<file path="src/rtl/jump_xlate_cache.sv">
module jump_xlate_cache #(
  parameter int PC_W     = 32,
  parameter int SET_BITS = 4
) (
  input  logic            clk,
  input  logic            rst_n,
  input  logic            lk_valid,
  input  logic [PC_W-1:0] lk_spc,
  input  logic [PC_W-1:0] lk_pred_tpc,
  output logic            lk_hit,
  output logic [PC_W-1:0] lk_tpc,
  output logic [1:0]      fetch_act,
  input  logic            fill_valid,
  input  logic [PC_W-1:0] fill_spc,
  input  logic [PC_W-1:0] fill_tpc,
  input  logic            inv_all
);
  localparam int SETS = 1 << SET_BITS;

  function automatic logic [SET_BITS-1:0] fold(input logic [PC_W-1:0] pc);
    logic [SET_BITS-1:0] r;
    r = '0;
    for (int i = 0; i < PC_W - 2; i++) r[i % SET_BITS] = r[i % SET_BITS] ^ pc[i + 2];
    return r;
  endfunction

  logic [PC_W-1:0]     tag_q [SETS][2];
  logic [PC_W-1:0]     tpc_q [SETS][2];
  logic [1:0]          vld_q [SETS];
  logic [SETS-1:0]     lru_q;

  logic [SET_BITS-1:0] lk_set, f_set;
  logic [1:0]          lk_match, f_match;
  logic                f_way;

  assign lk_set = fold(lk_spc);
  assign f_set  = fold(fill_spc);

  for (genvar w = 0; w < 2; w++) begin : g_way
    assign lk_match[w] = vld_q[lk_set][w] && (tag_q[lk_set][w] == lk_spc);
    assign f_match[w]  = vld_q[f_set][w]  && (tag_q[f_set][w]  == fill_spc);
  end

  assign lk_hit = |lk_match;
  assign lk_tpc = lk_match[0] ? tpc_q[lk_set][0] :
                  lk_match[1] ? tpc_q[lk_set][1] : '0;

  assign fetch_act = !lk_valid               ? 2'b00 :
                     !lk_hit                 ? 2'b10 :
                     (lk_pred_tpc == lk_tpc) ? 2'b00 : 2'b01;

  assign f_way = (|f_match)         ? f_match[1] :
                 !vld_q[f_set][0]   ? 1'b0 :
                 !vld_q[f_set][1]   ? 1'b1 : lru_q[f_set];

  always_ff @(posedge clk) begin
    if (!rst_n || inv_all) begin
      for (int s = 0; s < SETS; s++) vld_q[s] <= '0;
      if (!rst_n) lru_q <= '0;
    end else begin
      if (lk_valid && lk_hit) lru_q[lk_set] <= !lk_match[1];
      if (fill_valid) begin
        vld_q[f_set][f_way] <= 1'b1;
        lru_q[f_set]        <= !f_way;
      end
    end
  end

  always_ff @(posedge clk) begin
    if (rst_n && !inv_all && fill_valid) begin
      tag_q[f_set][f_way] <= fill_spc;
      tpc_q[f_set][f_way] <= fill_tpc;
    end
  end
endmodule


</file>
<file path="config.mk">
export PLATFORM = sky130hd
export DESIGN_NAME = jump_xlate_cache
export DESIGN_NICKNAME = d
export VERILOG_FILES = /design/src/rtl/jump_xlate_cache.sv
export SDC_FILE = /design/constraint.sdc
export NUM_CORES = 2
export LEC_CHECK = 0
export ABC_AREA = 1
export BUFFER_PORTS_ARGS = -buffer_cell sky130_fd_sc_hd__buf_2
export CAP_MARGIN = 20
export CORE_UTILIZATION = 57
export DETAILED_ROUTE_END_ITERATION = 8
export PLACE_DENSITY = 0.76
export REMOVE_ABC_BUFFERS = 1
export SYNTH_ARGS = -nofsm -noshare
export SYNTH_HDL_FRONTEND = slang
export SYNTH_SLANG_ARGS = --single-unit
</file>
<file path="constraint.sdc">
create_clock -name clk -period 6.3 [get_ports clk]
set_clock_uncertainty 0.1 [all_clocks]
set_input_delay 0.63 -clock clk [delete_from_list [all_inputs] [get_ports clk]]
set_output_delay 0.63 -clock clk [all_outputs]
set_load 0.02 [all_outputs]
</file>
# Word level (Yosys, flattened, before mapping)
# Memories as Yosys holds them, arrays and structs flattened.
# Index checks and enable logic that the tools add are counted.
# op_classes
magnitude_cmp,8
n_eq_ne,6
mux,35
bitwise,53
reduce_logical,19
# op_table
operator,n
== test 32 bit,5
two-way mux 32 bit,3
two-way mux 16 bit,5
two-way mux 64 bit,1
XOR 1 bit,52
bitwise mux 16 bit,2
demux 32 bit (select 1 bit),1
two-way mux 1 bit,13
logical AND 1 bit,11
"< comparator 4 x 5 -> 1 bit, second input constant",2
two-way mux 2 bit,5
demux 1 bit (select 4 bit),2
"greater-or-equal comparator 4 x 1 -> 1 bit, second input constant",2
OR reduction 2 bit,3
binary-select mux 1 bit (select 4 bit),1
zero test 1 bit,4
two-way mux 4 bit,1
"greater-or-equal comparator 2 bit, second input constant",1
"< comparator 1 x 2 -> 1 bit, second input constant",1
"< comparator 2 x 1 -> 1 bit, second input constant",1
"inequality test 2 bit, second input constant",1
NOT 1 -> 2 bit,1
demux 1 bit (select 1 bit),1
"greater-or-equal comparator 1 bit, second input constant",1
logical OR 1 bit,1
# word_totals
ff_bits,16
mem_bits_rw,2080
inputBits,133
out_inout_bits,35
word_cells,125
mem_count,3
# memory_table
memory,depth,width,rd,rd_ports_with_merged_regs,write_ports,line,rtl
tag_q,16,64,2,0,1,27,logic [PC_W-1:0] tag_q [SETS][2];
tpc_q,16,64,1,0,1,28,logic [PC_W-1:0] tpc_q [SETS][2];
vld_q,16,2,2,0,16,29,logic [1:0] vld_q [SETS];

# Logic depth before layout (Yosys ltp)
# depth
word_depth,19
depth_mapped,41
depth_no_buf,37

# Least setup slack after synthesis
# Ideal clock, no wire load.
# synth_path
path_kind,input port to flip-flop
from,input port fill_spc[11]
to,"memory tag_q[2][0] (netlist bit), enable pin"
arrival_time_ps,6206
path_slack_ps,-492
path_stages,23
n_path_buf,3
cell_sequence,xnor2_1 > xor2_1 > xor2_1 > xor2_1 > nor2_1 > clkinv_1 > buf_2 > clkbuf_1 > o22ai_1 > o21ai_0 > nand3_1 > a21oi_1 > nor2_1 > a21oi_1 > nand2_1 > nor2_1 > nand2_1 > nor2_1 > nand3_1 > nand2_1 > buf_2 > nand2_1 > nor2_1
# synth_via
elab_chain_len,17
# synth_rtl
element,line,rtl
"start, declared",14,"input logic [PC_W-1:0] fill_spc,"
XOR 1 bit (6 in a row),23,for (int i = 0; i < PC_W - 2; i++) r[i % SET_BITS] = r[i % SET_BITS] ^ pc[i + 2];
memory (16 x 64 bit) or binary-select mux 1 bit (select 4 bit) (tied branches),--,
== test 32 bit or two-way mux 1 bit (tied branches),"41, 54",
logical AND 1 bit or two-way mux 1 bit (tied branches),"41, 54",
OR reduction 2 bit or two-way mux 1 bit (tied branches),"52, 53",
two-way mux 1 bit,52,assign f_way = (|f_match) ? f_match[1] :
NOT 1 -> 2 bit (not written as such),71,tag_q[f_set][f_way] <= fill_spc;
greater-or-equal comparator 2 bit (not written as such) or < comparator 2 x 1 -> 1 bit (tied branches),71,
logical AND 1 bit (not written as such),71,
two-way mux 32 bit (not written as such),71,
demux 32 bit (select 1 bit),71,
two-way mux 64 bit (not written as such),71,
"end, declared",27,
# Several ways; a longest one is shown, not always the timed one. The select of a mux whose other input is x is not followed.

# Worst setup path in the final report
# layout_path
from,input port lk_spc[26]
to,output port fetch_act[0]
# layout_via
elab_chain_len,11
# layout_rtl
element,line,rtl
"start, declared",8,"input logic [PC_W-1:0] lk_spc,"
XOR 1 bit (2 in a row),23,
memory (16 x 64 bit),--,
== test 32 bit,40,assign lk_match[w] = vld_q[lk_set][w] && (tag_q[lk_set][w] == lk_spc);
logical AND 1 bit,40,
two-way mux 32 bit,46,lk_match[1] ? tpc_q[lk_set][1] : '0;
two-way mux 32 bit,45,assign lk_tpc = lk_match[0] ? tpc_q[lk_set][0] :
== test 32 bit,50,(lk_pred_tpc == lk_tpc) ? 2'b00 : 2'b01;
two-way mux 1 bit,50,
two-way mux 2 bit (*),49,!lk_hit ? 2'b10 :
two-way mux 2 bit (*),48,assign fetch_act = !lk_valid ? 2'b00 :
"end, declared",12,"output logic [1:0] fetch_act,"
# Every way passes the cells marked *; elsewhere a longest branch is shown, timed or not.

==> impl_metrics.tcl <==
set metrics [dict create \
    final_common_cell "nand2_1" \
    ff2ff_path_depth 24 \
    async_flop_share_pct 0 \
    swShare_pct 34.8 \
    critPathMaxFanout 73 \
    ys.flop_type "edfxtp_1" \
    dieWidth_um 412 \
    final_cell_mix "nand2_1, edfxtp_1, inv_1" \
    total_power_mw 40.1 \
    grt_util_all_layers_pct 41.0 \
    worst-path-buf-inv 10 \
    final-max-slew-violation-count 0 \
    path_common_cell "nor2_1" \
    finalCritPeriodShare_pct 98.8 \
    min_from "fill_tpc[24]" \
    ff2ff_setup_slack_ps 2130 \
    grt_first_pass_wirelength_um 501000 \
    internal_power_mw 26.1 \
    grt_max_degree 106 \
    grt_pass1_vias 74865 \
    worstPathArrival_ps 5490 \
    clk_latency_ps 900 \
    syn2layout_area_growth_pct 17.9 \
    dpl_cell_area_um2 106000 \
    drc 0 \
    tritoncts "done" \
    drv_cap 0 \
    min_to "tpc_q[8][56]$_DFFE_PP_" \
    critical_path_required_ps 5570 \
    peakVddDrop_uv 359 \
    slowest_stage "a31oi_1" \
    finish.instance_area_um2 113000 \
    wirelength_um 355000 \
    synth_top_cell_area_share_pct 64.7 \
    start_util_pct 57.3 \
    cp-end-kind "output pin" \
    p_seq_share_pct 38.7 \
    fmax_ghz 0.161 \
    first_pass_iters 9 \
    path_class "input port to output pin" \
    power.share.clock_pct 30.9 \
    clock_sinks 2096 \
    yosysWarningCount 0 \
    cellLeakagePower_nw 43.7 \
    relSlewSlack_pct 23.4 \
    pin_count 168 \
    path_clk_slew_ps 60 \
    overflow 0 \
    seq_area_frac_synth_pct 65.4 \
    drt_iter0_drc 13354 \
    max_stage_delay_ps 420 \
    finalCriticalPeriod_ps 6220 \
    syn_avg_cell_area_um2 10.4 \
    rows 150 \
    die-area_um2 170000 \
    ys_seq_elements 2096 \
    die_h_um 412 \
    synth-edff-count 2064 \
    worstMarginPinSlew_ps 1140 \
    cts_made_buffers 205 \
    timing.rr.end "lru_q[13]$_SDFFCE_PP0P_" \
    place_congestion 1.07 \
    setup_viol 0 \
    core_um2 167000 \
    timing.rr.start "tag_q[8][51]$_DFFE_PP_" \
    combPwrFrac_pct 30.4 \
    switchingPower_mw 14.0 \
    outcome "finished clean" \
    nets 9931 \
    route.antenna.remaining_nets 0 \
    wl_per_cell_um 29.2 \
    clock_path_buffers 3 \
    syn-instance-count 9170 \
    cp_top_family "buffers and inverters" \
    fin_ws_ps 76.1 \
    port_buffers 167 \
    dp_hpwl_um 232000 \
    crit_path_start_kind "input port" \
    cts_root_buf "clkbuf_16" \
    synthesis.area_um2 95700 \
    avgViaCountPerCell 6.53 \
    synthTopCellsByArea "edfxtp_1, nand2_1, o22ai_1" \
    yosysTopAreaCell "edfxtp_1" \
    hold_violations 0 \
    min_path_type "input port to flop" \
    htreeDepth 4 \
    num_vias 79587 \
    drive_above_1_share_pct 14.0 \
    powerDensity_nw_per_um2 355 \
    dpl_worst_slack_ps -102 \
    setup.worst_path.start "lk_spc[26]" \
    antenna_found_initial 12 \
    ys_types 48 \
    whs_path_depth 1 \
]
-- layout make-up --
type / count / area [um2]
sequential: 2096 / 62600
tap: 2204 / 2760
clock inverter: 138 / 1380
multi-input combinational: 5746 / 28000
timing repair buffer: 971 / 9740
antenna: 6 / 15.0
fill: 11983 / 54100
clock buffer: 248 / 5370
inverter: 778 / 3000
-- logic make-up after synthesis --
family | share of synthesized area, %
xor gates and xnor gates | 0.640
buffers and inverters | 5.72
DFF | 65.4
AOI/OAI and AO/OA | 11.4
and+or+nand+nor | 16.8
-- worst max-delay path by stage --
stage	cells after the start	slack, ps	to
global route	33	-40	fetch_act[0]
finish	29	80	fetch_act[0]
global placement	28	-160	tpc_q[15][33]$_DFFE_PP_
CTS	30	20	fetch_act[0]
floorplan	21	-21660	fetch_act[0]
detailed placement	28	-100	tag_q[2][55]$_DFFE_PP_
-- worst register-to-register path, delay by kind of cell, from the launching register on --
| kind | cells | cell delay, ps |
|---|---|---|
| simple gates | 18 | 2220 |
| compound gates | 2 | 430 |
| buf+inv | 4 | 770 |
| flops | 1 | 370 |
-- sequential cells by signal, summed over array words and instances (netlist names) --
name,flops
vld_q,32
tpc_q,1024
tag_q,1024
lru_q,16
-- layer usage --
layer | vias to the layer above | wire [um] | global-route usage, %
met5 | - | 52 | 0
met4 | 10 | 27900 | 27.8
met3 | 1430 | 46500 | 9.10
met2 | 6701 | 157000 | 62.2
met1 | 37683 | 123000 | 52.9
li1 | 33763 | - | -
-- repair_timing --
item,in CTS,in global routing
setup buffers,0,6
endpoints found under the hold margin,3,0
endpoints found under the setup margin,0,4
gates resized for setup,0,45
hold buffers,2,0
-- power groups by stage --
stage	logic [mW]	registers, mW	clock network [mW]
after global routing	12.6	15.5	12.9
after CTS	11.6	15.5	12.4
after detailed placement	11.6	15.8	0
after floorplan	6.20	15.8	0
final	12.2	15.5	12.4
after global placement	11.4	15.8	0
-- per-stage QoR --
stage	TNS, ps	hold WS (ps)	cells	util [%]
floorplan	-	327	8620	-
global placement	-18470	337	11784	63.3
detailed placement	-8660	342	11784	63.3
CTS	0	99.0	12172	67.4
global route	-39.2	122	12185	67.6
finish	0	148	12187	67.6
-- cell usage after synthesis, drive strengths merged (2+ instances only) --
master and number:
a31oi 37, nand3 534, o221ai 35, nor2 407, a221oi 11, a211oi 3
xnor2 19, clkbuf 308, and2 2, nor3 28, a21oi 88, clkinv 7
a22oi 147, a22o 20, o22ai 724, nand4 79, or2 13, o21ai 768
inv 771, dfxtp 32, o22a 18, xor2 51, nand2 2575, nand3b 181
buf 242, edfxtp 2064
No activity file was read; power rests on OpenSTA's default activity.
